==> src/rtl/trap_pkg.sv <==
package trap_pkg;

  typedef enum logic [1:0] {
    PRIV_U   = 2'd0,
    PRIV_S   = 2'd1,
    PRIV_RSV = 2'd2,
    PRIV_M   = 2'd3
  } priv_e;

  // status word bit positions decoded by neighbouring logic
  localparam int ST_SIE  = 1;
  localparam int ST_MIE  = 3;
  localparam int ST_SPIE = 5;
  localparam int ST_MPIE = 7;
  localparam int ST_SPP  = 8;
  localparam int ST_MPP  = 11;

  // environment call codes per issuing privilege
  localparam int ECALL_FROM_U = 8;
  localparam int ECALL_FROM_S = 9;
  localparam int ECALL_FROM_M = 11;

  // per-level register bank index
  localparam int LVL_S = 0;
  localparam int LVL_M = 1;
  localparam int NUM_LVL = 2;

endpackage

==> src/rtl/trap_route.sv <==
module trap_route
  import trap_pkg::*;
#(
  parameter int XLEN = 32,
  parameter int CW   = 5
) (
  input  logic            is_irq,
  input  logic [CW-1:0]   cause_raw,
  input  logic [1:0]      priv,
  input  logic [XLEN-1:0] irq_deleg,
  input  logic [XLEN-1:0] exc_deleg,
  output logic [CW-1:0]   cause_eff,
  output logic            to_super,
  output logic            keep_addr
);

  logic [XLEN-1:0] mask;
  logic            mask_bit;

  // renumber the generic environment call by issuing privilege
  always_comb begin
    cause_eff = cause_raw;
    if (!is_irq && (cause_raw == CW'(ECALL_FROM_U))) begin
      unique case (priv)
        PRIV_S:  cause_eff = CW'(ECALL_FROM_S);
        PRIV_M:  cause_eff = CW'(ECALL_FROM_M);
        default: cause_eff = CW'(ECALL_FROM_U);
      endcase
    end
  end

  assign mask = is_irq ? irq_deleg : exc_deleg;

  always_comb begin
    mask_bit = 1'b0;
    for (int i = 0; i < XLEN; i++) begin
      if (32'(cause_eff) == i) mask_bit = mask[i];
    end
  end

  assign to_super = ((priv == PRIV_U) || (priv == PRIV_S)) && mask_bit;

  // causes that carry an address into the trap-value register
  always_comb begin
    keep_addr = 1'b0;
    if (!is_irq) begin
      unique case (32'(cause_eff))
        0, 1, 4, 5, 6, 7, 12, 13, 15: keep_addr = 1'b1;
        default:                      keep_addr = 1'b0;
      endcase
    end
  end

endmodule

==> src/rtl/trap_vector.sv <==
module trap_vector #(
  parameter int XLEN = 32,
  parameter int CW   = 5
) (
  input  logic [XLEN-1:0] vec_base,
  input  logic            is_irq,
  input  logic [CW-1:0]   cause,
  output logic [XLEN-1:0] target_pc
);

  localparam logic [1:0] MODE_TABLE = 2'd1;

  logic [XLEN-1:0] aligned;
  logic [XLEN-1:0] offset;

  assign aligned = {vec_base[XLEN-1:2], 2'b00};
  assign offset  = (is_irq && (vec_base[1:0] == MODE_TABLE))
                   ? (XLEN'(cause) << 2) : '0;
  assign target_pc = aligned + offset;

endmodule

==> src/rtl/trap_status_stack.sv <==
module trap_status_stack
  import trap_pkg::*;
#(
  parameter int XLEN = 32
) (
  input  logic [XLEN-1:0] status_in,
  input  logic [1:0]      priv,
  input  logic            to_super,
  output logic [XLEN-1:0] status_out
);

  always_comb begin
    status_out = status_in;
    if (to_super) begin
      status_out[ST_SPIE] = status_in[ST_SIE];
      status_out[ST_SPP]  = priv[0];
      status_out[ST_SIE]  = 1'b0;
    end else begin
      status_out[ST_MPIE]          = status_in[ST_MIE];
      status_out[ST_MPP +: 2]      = priv;
      status_out[ST_MIE]           = 1'b0;
    end
  end

endmodule

==> src/rtl/trap_entry_unit.sv <==
module trap_entry_unit
  import trap_pkg::*;
#(
  parameter int XLEN = 32,
  parameter int CW   = 5
) (
  input  logic            clk,
  input  logic            rst,
  input  logic            take_i,
  input  logic            is_irq_i,
  input  logic [CW-1:0]   cause_i,
  input  logic [XLEN-1:0] fault_addr_i,
  input  logic [XLEN-1:0] pc_i,
  input  logic [1:0]      priv_i,
  input  logic [XLEN-1:0] irq_deleg_i,
  input  logic [XLEN-1:0] exc_deleg_i,
  input  logic [XLEN-1:0] m_vec_i,
  input  logic [XLEN-1:0] s_vec_i,
  input  logic [XLEN-1:0] status_i,
  output logic            done_o,
  output logic [XLEN-1:0] next_pc_o,
  output logic [1:0]      next_priv_o,
  output logic [XLEN-1:0] status_o,
  output logic [XLEN-1:0] s_cause_o,
  output logic [XLEN-1:0] s_epc_o,
  output logic [XLEN-1:0] s_tval_o,
  output logic [XLEN-1:0] m_cause_o,
  output logic [XLEN-1:0] m_epc_o,
  output logic [XLEN-1:0] m_tval_o,
  output logic            resv_clr_o
);

  localparam int PAD_W = XLEN - 1 - CW;

  logic [CW-1:0]   cause_eff;
  logic            to_super;
  logic            keep_addr;
  logic [XLEN-1:0] vec_sel;
  logic [XLEN-1:0] tgt_pc;
  logic [XLEN-1:0] status_nxt;
  logic [1:0]      priv_nxt;
  logic [XLEN-1:0] cause_word;
  logic [XLEN-1:0] tval_word;

  trap_route #(.XLEN(XLEN), .CW(CW)) u_route (
    .is_irq    (is_irq_i),
    .cause_raw (cause_i),
    .priv      (priv_i),
    .irq_deleg (irq_deleg_i),
    .exc_deleg (exc_deleg_i),
    .cause_eff (cause_eff),
    .to_super  (to_super),
    .keep_addr (keep_addr)
  );

  assign vec_sel = to_super ? s_vec_i : m_vec_i;

  trap_vector #(.XLEN(XLEN), .CW(CW)) u_vector (
    .vec_base  (vec_sel),
    .is_irq    (is_irq_i),
    .cause     (cause_eff),
    .target_pc (tgt_pc)
  );

  trap_status_stack #(.XLEN(XLEN)) u_stack (
    .status_in  (status_i),
    .priv       (priv_i),
    .to_super   (to_super),
    .status_out (status_nxt)
  );

  assign priv_nxt   = to_super ? PRIV_S : PRIV_M;
  assign cause_word = {is_irq_i, {PAD_W{1'b0}}, cause_eff};
  assign tval_word  = keep_addr ? fault_addr_i : '0;

  // shared outputs
  always_ff @(posedge clk) begin
    if (rst) begin
      done_o      <= 1'b0;
      resv_clr_o  <= 1'b0;
      next_pc_o   <= '0;
      next_priv_o <= PRIV_M;
      status_o    <= '0;
    end else begin
      done_o     <= take_i;
      resv_clr_o <= take_i && (priv_nxt != priv_i);
      if (take_i) begin
        next_pc_o   <= tgt_pc;
        next_priv_o <= priv_nxt;
        status_o    <= status_nxt;
      end
    end
  end

  // per-level trap registers
  logic [XLEN-1:0] cause_q [NUM_LVL];
  logic [XLEN-1:0] epc_q   [NUM_LVL];
  logic [XLEN-1:0] tval_q  [NUM_LVL];

  for (genvar lv = 0; lv < NUM_LVL; lv++) begin : g_lvl
    logic hit;
    assign hit = take_i && ((lv == LVL_S) ? to_super : !to_super);
    always_ff @(posedge clk) begin
      if (rst) begin
        cause_q[lv] <= '0;
        epc_q[lv]   <= '0;
        tval_q[lv]  <= '0;
      end else if (hit) begin
        cause_q[lv] <= cause_word;
        epc_q[lv]   <= pc_i;
        tval_q[lv]  <= tval_word;
      end
    end
  end

  assign s_cause_o = cause_q[LVL_S];
  assign s_epc_o   = epc_q[LVL_S];
  assign s_tval_o  = tval_q[LVL_S];
  assign m_cause_o = cause_q[LVL_M];
  assign m_epc_o   = epc_q[LVL_M];
  assign m_tval_o  = tval_q[LVL_M];

endmodule

==> config.mk <==
export PLATFORM = sky130hd
export DESIGN_NAME = trap_entry_unit
export DESIGN_NICKNAME = d
export VERILOG_FILES = /design/src/rtl/trap_pkg.sv /design/src/rtl/trap_route.sv /design/src/rtl/trap_vector.sv /design/src/rtl/trap_status_stack.sv /design/src/rtl/trap_entry_unit.sv
export SDC_FILE = /design/constraint.sdc
export NUM_CORES = 1
export LEC_CHECK = 0
export BUFFER_PORTS_ARGS = -buffer_cell sky130_fd_sc_hd__buf_2
export CAP_MARGIN = 20
export CORE_AREA = 5 5 187 189
export CTS_BUF_LIST = sky130_fd_sc_hd__clkbuf_16
export DETAILED_ROUTE_END_ITERATION = 6
export DIE_AREA = 0 0 192 194
export SLEW_MARGIN = 40
export SYNTH_ARGS = -nofsm -noshare
export SYNTH_HDL_FRONTEND = slang
export SYNTH_SLANG_ARGS = --single-unit
==> constraint.sdc <==
create_clock -name clk -period 9.74 [get_ports clk]
set_input_delay 1.948 -clock clk [delete_from_list [all_inputs] [get_ports clk]]
set_output_delay 1.948 -clock clk [all_outputs]
set_load 0.01 [all_outputs]
==> summary.md, run 1 <==
| Metric | Value |
|---|---|
| Combinational Power Share | `between 10% and 20%` |
| Num rows | `67` |
| Post-CTS Hold Buffers | `0` |
| # DRC | `0` |
| Net switching power | `~0.65 mW` |
| TritonCTS Buffers | `24` |
| Antenna violations before repair | `3` |
| Post-CTS setup buffers | `0` |
| Worst Skew | `0 ns` |
| Number of port buffers | `439` |
| First-pass GRT wire length | `52500 um` |
| Avg Cell Area, Syn | `just over 10 um2` |
| Die height | `slightly below 200 um` |
| Final non-filler cell total | `roughly 1900` |
| Internal | `1.65 mW` |
| Clock Sinks | `205` |
| Clk Latency, worst-skew pair | `0.52 ns` |
| # nets final | `about 1700` |
| RSZ-0062 raised after global routing | `false` |
| Startpoint Class | `primary input` |
| Yosys reg bits | `~210` |
| CTS tree | `yes` |
| Drt total wl | `35800 um` |
| Setup Viol. Count Final | `0` |
| Pre-antenna DRT Iters | `5` |
| Max-cap check violation count | `0` |
| Total Neg Setup Slack | `0 ns` |
| Max IR drop VDD | `0.102 mV` |
| Routability Congestion | `0.921` |
| Hpwl dp | `26600 um` |
| Leak | `6.13 nW` |
| Final ANT Viol Nets | `0` |
| Critical Path AT | `7.37 ns` |
| Max-slew headroom | `between 40% and 50%` |
| DR vias | `9093` |
| Die X | `roughly 190 um` |
| Worst-path clk slew | `0.06 ns` |
| Clk buf depth | `3` |
| Gr usage total | `around 18%` |
| Root buffer cell | `clkbuf_16` |
| Hold Path Class | `reg -> reg` |
| Max Slew Vio Count | `0` |
| Routed vias/inst | `4.81` |
| Syn-to-layout area delta | `29.8%` |
| Status | `completed` |
| Clock power share | `between 30% and 40%` |
| Async set-reset flop share out of synthesis | `0%` |
| Netlist cell types | `60` |
| DR iter-0 viols | `about 580` |
| Slew of the pin with the lowest slew margin | `0.785 ns` |
| Fillers | `between 3000 and 4000` |
| Avg WL per Cell | `18.9 um` |
| Sequential fraction of the synthesis area | `between 50 and 60%` |
| Grt ovf | `0` |
| Cell area after synthesis | `10400 um2` |
| CORE AREA | `33100 um2` |
| Htree depth | `1` |
| CP endpoint kind | `flip-flop` |
| Req. time, crit path | `10.16 ns` |
| P per Cell Area | `169 nW/um2` |
| Vias in the first global route | `9024` |
| Final worst path period share | `71.3%` |
| Fmax achieved | `144 MHz` |
| Synth Instances | `1015` |
| Net Sw Frac | `~28%` |
| Initial core utilization | `around a third` |
| Post-synth EDFFs | `140` |
| Placed Cells incl. Taps | `around 1800` |
| Yosys Warn Count | `0` |
| Endpoints failing hold | `0` |
| Min Clock Period, post-route | `6.95 ns` |
| Total die area | `37200 um2` |
| Largest net degree at the start of global routing | `just over 80` |
| Ratio of cells with drive above 1 in the final layout | `35.7%` |
| CTS resizes | `0` |
| Sequential share of power | `45.5%` |
| I/O pin count | `495` |
| Most common flop cell mapped by yosys | `edfxtp_1` |
| Critical path peak fanout | `35` |
| Critical path class | `in -> reg` |
synthesized netlist by cell type, types with 6 or more instances:
master	count	area, um2
xor2_1	17	149
and3_1	13	81.3
nor2b_1	14	87.6
a21oi_1	21	105
dfxtp_1	65	1300
nand2b_1	6	37.5
o22ai_1	6	37.5
o21ai_0	11	55.1
clkbuf_1	37	139
and4_1	6	52.6
inv_1	44	165
nor2_1	148	556
buf_4	58	435
mux2i_1	72	721
a31oi_1	9	56.3
mux2_2	17	191
buf_6	6	67.6
buf_1	6	22.5
nand3_1	16	80.1
buf_2	13	65.1
xnor2_1	30	263
nand4_1	8	50.1
nor3_1	80	400
a211oi_1	10	75.1
edfxtp_1	140	4200
nand2_1	79	297
and2_1	11	68.8
flip-flops by register name, summed over array words and instances, names as in the netlist:
name and cells:
next_pc_o 30, epc_q 64, next_priv_o 1, status_o 32, done_o 1, resv_clr_o 1, tval_q 64, cause_q 12
kinds of logic after synthesis:
family	count (synthesis)	synth area share (%)
DFF	205	52.7
adders and majority gates	6	0.791
xor gates and xnor gates	47	3.94
AOI/OAI and AO/OA	101	6.76
buffers and inverters	165	8.60
and+or+nand+nor	397	17.7
other	2	0.0719
muxes	92	9.38
routing by layer:
| layer | routed length [um] | GRT usage, % | vias up |
|---|---|---|---|
| met2 | 17500 | 30.9 | 485 |
| met3 | 3610 | 4.59 | 63 |
| met4 | 887 | 4.86 | 4 |
| met1 | 13800 | 22.1 | 4248 |
| met5 | 21 | 0 | - |
| li1 | - | - | 4293 |
cell usage in the layout (no fill, tap or decap), drive strengths merged, types with 14 or more instances in the layout:
cell    instances
nor3           80
nand3          16
nor2b          14
xnor2          30
nand2          79
mux2           17
edfxtp        140
xor2           17
dfxtp          65
inv            50
conb           55
mux2i          72
clkbuf         24
buf           450
nor2          148
a21oi          21
worst max-delay path, cell delays in order:
cell and delay [ns]:
buf_2 0.41, buf_4 0.42, mux4_2 0.55, o21ai_0 0.18
a2bb2oi_1 0.23, o2111ai_1 0.23, a31oi_4 0.26, buf_4 0.49
mux2_2 0.25, ha_1 0.16, inv_1 0.06, fa_1 0.37
nor2b_1 0.15, o21ai_0 0.10, nand2b_1 0.13, a21o_1 0.39
nand4_1 0.34, nor2_1 0.21, xor2_1 0.17, nor2_1 0.05
o32ai_1 0.25
stage by stage:
stage               setup slack, ns  cell area, um2  utilization [%]  hold WS (ns)  total power, mW
global placement               2.35           12800             38.6         0.437             1.48
CTS                            2.81           13500             40.9         0.454             2.33
global route                   2.41           13600             40.9         0.468             2.41
floorplan                     0.428           10600                -         0.485             1.30
finish                         2.79           13600             40.9         0.452             2.30
detailed placement             2.25           12800             38.7         0.440             1.48
power by group through the flow:
stage	clock network, mW	registers (mW)	logic [mW]
global placement	0	1.07	0.416
detailed placement	0	1.06	0.419
global route	0.909	1.05	0.453
finish	0.837	1.05	0.415
CTS	0.868	1.05	0.420
floorplan	0	1.11	0.195
path summary, 6_finish.rpt:
check / to / cells after the start / slack (ns) / startpoint
max: next_pc_o[26] / 21 / 2.79 / is_irq_i
min reg2reg: next_priv_o[1] / 1 / 0.45 / next_priv_o[1]
max reg2reg: next_pc_o[10] / 4 / 8.81 / next_pc_o[10]
min: next_priv_o[1] / 1 / 0.45 / next_priv_o[1]
layout make-up:
class / instances / area [um2] / share of cell area (%)
multi-input cells: 698 / 4290 / 31.6
clock buffers: 24 / 601 / 4.43
well taps: 448 / 561 / 4.14
repair buffers: 450 / 2290 / 16.9
clock inverters: 19 / 133 / 0.978
inverters: 45 / 169 / 1.25
flip-flops and latches: 205 / 5510 / 40.6
diodes: 1 / 2.50 / 0.0185
Power figures use the tool's default switching activity.
==> run 2, diff against run 1 <==
==> constraint.sdc (replaced) <==
create_clock -name clk -period 5.7 [get_ports clk]
set_input_delay 1.14 -clock clk [delete_from_list [all_inputs] [get_ports clk]]
set_output_delay 1.14 -clock clk [all_outputs]
set_load 0.01 [all_outputs]
==> summary.md, run 2 (synthesis gave the netlist of run 1 again) <==
| Metric | Value |
|---|---|
| Leak | `~6.3 nW` |
| Drt total wl | `36800 um` |
| Largest net degree at the start of global routing | `71` |
| Post-route total power | `4.01 mW` |
| TritonCTS Buffers | `23` |
| P per Cell Area | `291 nW/um2` |
| Final worst setup slack | `0.605 ns` |
| First-pass GRT wire length | `roughly 54000 um` |
| Worst R2R Path Depth | `4` |
| DR iter-0 viols | `497` |
| Grt ovf | `0` |
| Fin area | `13800 um2` |
| Routability Congestion | `0.925` |
| Total Neg Setup Slack | `0 ns` |
| Total die area | `37200 um2` |
| Status | `completed` |
| Startpoint Class | `primary input` |
| Fillers | `3277` |
| CTS resizes | `0` |
| Post-CTS setup buffers | `0` |
| CORE AREA | `~33000 um2` |
| Syn-to-layout area delta | `32.1%` |
| Worst-path clk slew | `0.06 ns` |
| Root buffer cell | `clkbuf_16` |
| Die height | `just under 200 um` |
| Max-slew headroom | `between 40% and 50%` |
| Setup crit start | `cause_i[4]` |
| Hold Path Class | `reg -> reg` |
| CTS tree | `yes` |
| Largest registers | `epc_q (64), tval_q (64), status_o (32)` |
| Gr usage total | `18.3%` |
| Max-cap check violation count | `0` |
| Worst reg2reg setup slack | `4.74 ns` |
| DR vias | `~9000` |
| Pre-CTS WS | `roughly 0.15 ns` |
| Critical path class | `in -> reg` |
| Endpoints failing hold | `0` |
| Critical path peak fanout | `19` |
| Fmax achieved | `about 200 MHz` |
| Die X | `192 um` |
| Multi-input logic area | `4280 um2` |
| Req. time, crit path | `6.07 ns` |
| Worst Skew | `0 ns` |
| Post-CTS Hold Buffers | `0` |
| Final ANT Viol Nets | `0` |
| Antenna violations before repair | `2` |
| # nets final | `1689` |
| RSZ-0062 raised after global routing | `false` |
| Max IR drop VDD | `roughly 0.16 mV` |
| Routed vias/inst | `4.79` |
| Hpwl dp | `between 20000 and 30000 um` |
| # DRC | `0` |
| Ratio of cells with drive above 1 in the final layout | `36.9%` |
| Htree depth | `1` |
| Vias in the first global route | `9242` |
| Slew of the pin with the lowest slew margin | `0.824 ns` |
| Clock Sinks | `205` |
| Max Slew Vio Count | `0` |
| Pre-antenna DRT Iters | `5` |
| Most common cell after layout, fill and taps aside | `buf_2` |
| FF-to-FF Start | `next_pc_o[10]` |
| FF+latch area | `roughly 5500 um2` |
| Critical Path AT | `5.46 ns` |
| Final worst path period share | `89.4%` |
| Setup Viol. Count Final | `0` |
| Hold Path Stages | `1` |
| Number of port buffers | `439` |
| I/O pin count | `495` |
| Clk Latency, worst-skew pair | `0.52 ns` |
| Commonest non-fill, non-tap cells in the layout | `buf_2 (439), nor2_1 (148), edfxtp_1 (140)` |
| CP endpoint kind | `flip-flop` |
| Placed instance area | `13000 um2` |
| Min Clock Period, post-route | `5.09 ns` |
| Initial core utilization | `31.5%` |
| Fin Hold WS | `0.461 ns` |
| Avg WL per Cell | `19.2 um` |
| Clk buf depth | `3` |
| Num rows | `67` |
| R2r endpoint | `next_pc_o[10]` |
| Worst Setup EP | `next_pc_o[30]` |
run 2: routing by layer:
metal  GRT usage [%]  up-vias  wire length [um]
met1            22.1     4278             14000
met2            32.0      483             18000
met3            4.57       73              3690
met4            5.44        4              1120
li1                -     4323                 -
met5               0        -                23
run 2: where the power goes:
group / internal, mW / total [mW] / switching [mW]
Combinational: 0.285 / 0.738 / 0.452
Clock: 0.875 / 1.49 / 0.617
Sequential: 1.73 / 1.78 / 0.0480
Total: 2.89 / 4.01 / 1.12
run 2: through the flow:
| step | util, % | instances |
|---|---|---|
| after floorplan | - | 1068 |
| after global placement | 39.4 | 1871 |
| after detailed placement | 39.4 | 1871 |
| after CTS | 41.7 | 1913 |
| after global routing | 41.7 | 1913 |
| final | 41.7 | 1914 |
run 2: worst min path at each step:
stage / startpoint / end / slack (ns)
2_1_floorplan: next_pc_o[31] / next_pc_o[31] / 0.49
3_3_place_gp: next_priv_o[1] / next_priv_o[1] / 0.44
3_5_place_dp: next_priv_o[1] / next_priv_o[1] / 0.45
4_1_cts: next_priv_o[1] / next_priv_o[1] / 0.47
5_1_grt: status_o[1] / status_o[1] / 0.49
6_report: next_priv_o[1] / next_priv_o[1] / 0.46
run 2: critical path, cell delays in order:
cell      delay [ns]
buf_2           0.31
nor2b_1         0.13
a31oi_1         0.44
o21ai_0         0.18
a31oi_1         0.43
a22o_1          0.28
a31oi_4         0.07
buf_4           0.21
mux2_2          0.22
ha_1            0.16
inv_1           0.06
fa_1            0.37
nor2b_1         0.15
o21ai_0         0.10
nand2b_1        0.13
a21oi_1         0.15
nor3_1          0.41
nand3_1         0.15
xnor2_1         0.14
mux2i_1         0.13
o22ai_1         0.10
run 2: layout make-up:
type / count / area share, %
diodes: 1 / 0.0181
clock buffers: 23 / 4.17
clock inverters: 19 / 1.29
inverters: 45 / 1.22
multi-input cells: 698 / 31.0
flip-flops and latches: 205 / 39.9
well taps: 448 / 4.06
repair buffers: 475 / 18.3
==> run 3, diff against run 2 <==
--- a/config.mk
+++ b/config.mk
@@ -7,10 +7,11 @@
 export LEC_CHECK = 0
 export BUFFER_PORTS_ARGS = -buffer_cell sky130_fd_sc_hd__buf_2
 export CAP_MARGIN = 20
-export CORE_AREA = 5 5 187 189
+export CORE_AREA = 2 2 195 197
 export CTS_BUF_LIST = sky130_fd_sc_hd__clkbuf_16
 export DETAILED_ROUTE_END_ITERATION = 6
-export DIE_AREA = 0 0 192 194
+export DIE_AREA = 0 0 197 199
+export GPL_TIMING_DRIVEN = 0
 export SLEW_MARGIN = 40
 export SYNTH_ARGS = -nofsm -noshare
 export SYNTH_HDL_FRONTEND = slang
==> constraint.sdc (replaced) <==
create_clock -name clk -period 5.95 [get_ports clk]
set_input_delay 1.19 -clock clk [delete_from_list [all_inputs] [get_ports clk]]
set_output_delay 1.19 -clock clk [all_outputs]
set_load 0.01 [all_outputs]
==> summary.md, run 3 (synthesis gave the netlist of run 1 again) <==
| Metric | Value |
|---|---|
| Num rows | `71` |
| First-pass GRT wire length | `56400 um` |
| Critical Path AT | `6.01 ns` |
| Setup Viol. Count Final | `0` |
| Vias in the first global route | `9347` |
| Commonest non-fill, non-tap cells in the layout | `buf_2 (450), nor2_1 (147), edfxtp_1 (140)` |
| FF-to-FF Start | `next_pc_o[10]` |
| Critical path peak fanout | `10` |
| Final worst path period share | `93.5%` |
| Die X | `roughly 200 um` |
| P per Cell Area | `between 200 and 300 nW/um2` |
| Largest registers | `epc_q (64), tval_q (64), status_o (32)` |
| Slowest cell on the critical path | `a211oi_2` |
| Most common cell after layout, fill and taps aside | `buf_2` |
| CORE AREA | `~37000 um2` |
| Hold Path Class | `reg -> reg` |
| Die height | `199 um` |
| Cell breakdown of the critical path | `buf_2 -> nor2b_1 -> a31oi_2 -> o21ai_1 -> nand3_1 -> a211oi_2 -> a31oi_4 -> buf_6 -> o21ai_1 -> and3_1 -> ha_1 -> inv_1 -> fa_1 -> nor2b_1 -> o21ai_0 -> nand2b_1 -> a21o_1 -> nand4_1 -> nor2_1 -> xor2_1 -> nor2_1 -> o32ai_1` |
| # DRC | `0` |
| Setup crit start | `priv_i[0]` |
| Max-cap check violation count | `0` |
| Worst R2R Path Depth | `4` |
| Final ANT Viol Nets | `0` |
| Max Slew Vio Count | `0` |
| FF+latch area | `around 5500 um2` |
| Routed vias/inst | `~4.7` |
| Final non-filler cell total | `2033` |
| Hold Path Origin | `next_priv_o[1]` |
| Largest net degree at the start of global routing | `41` |
| Worst-path clk slew | `about 0.060 ns` |
| Metal3 WL | `3070 um` |
| Syn-to-layout area delta | `38.2%` |
| CP endpoint kind | `flip-flop` |
| Clk buf depth | `3` |
| DR top layer | `met5` |
| Metal2 WL | `19500 um` |
| TritonCTS Buffers | `24` |
| Hold Path Stages | `1` |
| Clk Latency, worst-skew pair | `approximately 0.53 ns` |
| Status | `completed` |
| CP top delay family | `compound AO/OA/AOI/OAI gates` |
| Hold Crit Endpoint | `next_priv_o[1]` |
| Worst reg2reg setup slack | `5.07 ns` |
| Max-slew headroom | `between 40% and 50%` |
| Pre-antenna DRT Iters | `5` |
| Initial core utilization | `28.1%` |
| Antenna violations before repair | `4` |
| Fillers | `3772` |
| Worst Skew | `0 ns` |
| DR iter-0 viols | `approximately 400` |
| Endpoints failing hold | `0` |
| Bufs and invs on worst path | `3` |
| Max IR drop VDD | `0.171 mV` |
| Multi-input logic area | `roughly 4400 um2` |
| Gr usage total | `a little under a fifth` |
| R2r endpoint | `next_pc_o[10]` |
| Fmax achieved | `180 MHz` |
| # nets final | `1779` |
| Root buffer cell | `clkbuf_16` |
| WL met1 | `15500 um` |
| Post-route total power | `around 3.9 mW` |
| Ratio of cells with drive above 1 in the final layout | `39.3%` |
| CTS tree | `yes` |
| Number of port buffers | `between 400 and 500` |
| Critical path class | `in -> reg` |
| Routability Congestion | `roughly 0.89` |
| Total die area | `39200 um2` |
| Htree depth | `1` |
| Grt ovf | `0` |
| I/O pin count | `around 500` |
| Worst path max stage delay | `around 0.40 ns` |
| Leak | `6.64 nW` |
| Avg WL per Cell | `19.4 um` |
| Clock Sinks | `205` |
| Hpwl dp | `31200 um` |
| Placed Cells incl. Taps | `around 2000` |
| Fin Hold WS | `0.449 ns` |
| Drt total wl | `39500 um` |
| Req. time, crit path | `6.39 ns` |
| Startpoint Class | `primary input` |
| Post-CTS Hold Buffers | `0` |
| Min Clock Period, post-route | `5.57 ns` |
| DR vias | `9573` |
| Slew of the pin with the lowest slew margin | `0.812 ns` |
==> run 3: cell count changes in the layout (fill, tap and decap cells not counted), moves of 4 or more <==
cell | before | now
buf_12 | 5 | 1
buf_2 | 439 | 450
buf_4 | 31 | 59
clkbuf_1 | 0 | 25
clkinv_2 | 8 | 0
clkbuf_2 | 0 | 11
buf_1 | 0 | 6
buf_8 | 0 | 4
buf_6 | 0 | 7
==> run 3: cell type report <==
type / count / share of cell area (%)
clock buffers: 24 / 4.16
clock inverters: 20 / 1.15
multi-input cells: 698 / 30.2
plain buffers: 120 / 5.18
inverters: 45 / 1.17
flip-flops and latches: 205 / 38.2
repair buffers: 444 / 15.8
diodes: 3 / 0.0520
well taps: 474 / 4.11
==> run 3: routing by layer <==
metal	vias to the layer above	GRT usage [%]
met5	-	0
met4	2	7.07
met3	76	4.32
met2	458	34.3
met1	4514	22.4
li1	4523	-
==> run 3: repair_timing <==
action | CTS | global route
endpoints found under the hold margin | 0 | 0
buffers inserted | 0 | 1
setup endpoints to repair | 7 | 24
gates resized for setup | 1 | 39
pin swaps | 0 | 2
==> run 3: worst max path at each step <==
| stage | end | slack, ns | cells after the start |
|---|---|---|---|
| after floorplan | cause_q[0][0] | 0.64 | 12 |
| after global placement | epc_q[0][22] | -1.41 | 12 |
| after detailed placement | next_pc_o[21] | -0.71 | 21 |
| after CTS | next_pc_o[21] | 0.09 | 21 |
| after global routing | next_pc_o[26] | -0.005 | 23 |
| final | next_pc_o[26] | 0.38 | 22 |
==> run 3: stage by stage <==
step	utilization (%)	instance area [um2]	setup TNS, ns	worst slack [ns]
final	38.8	14400	0	0.384
after global placement	36.1	13400	-165.34	-1.41
after detailed placement	36.5	13500	-11.73	-0.713
after floorplan	-	10600	0	0.641
after CTS	38.5	14300	0	0.0892
after global routing	38.8	14400	-0.00522	-0.00522
==> run 3: where the power goes <==
group / internal [mW] / switching [mW] / leakage (nW)
Clock: 0.828 / 0.618 / 0.397
Sequential: 1.66 / 0.0459 / 1.96
Combinational: 0.307 / 0.462 / 4.29
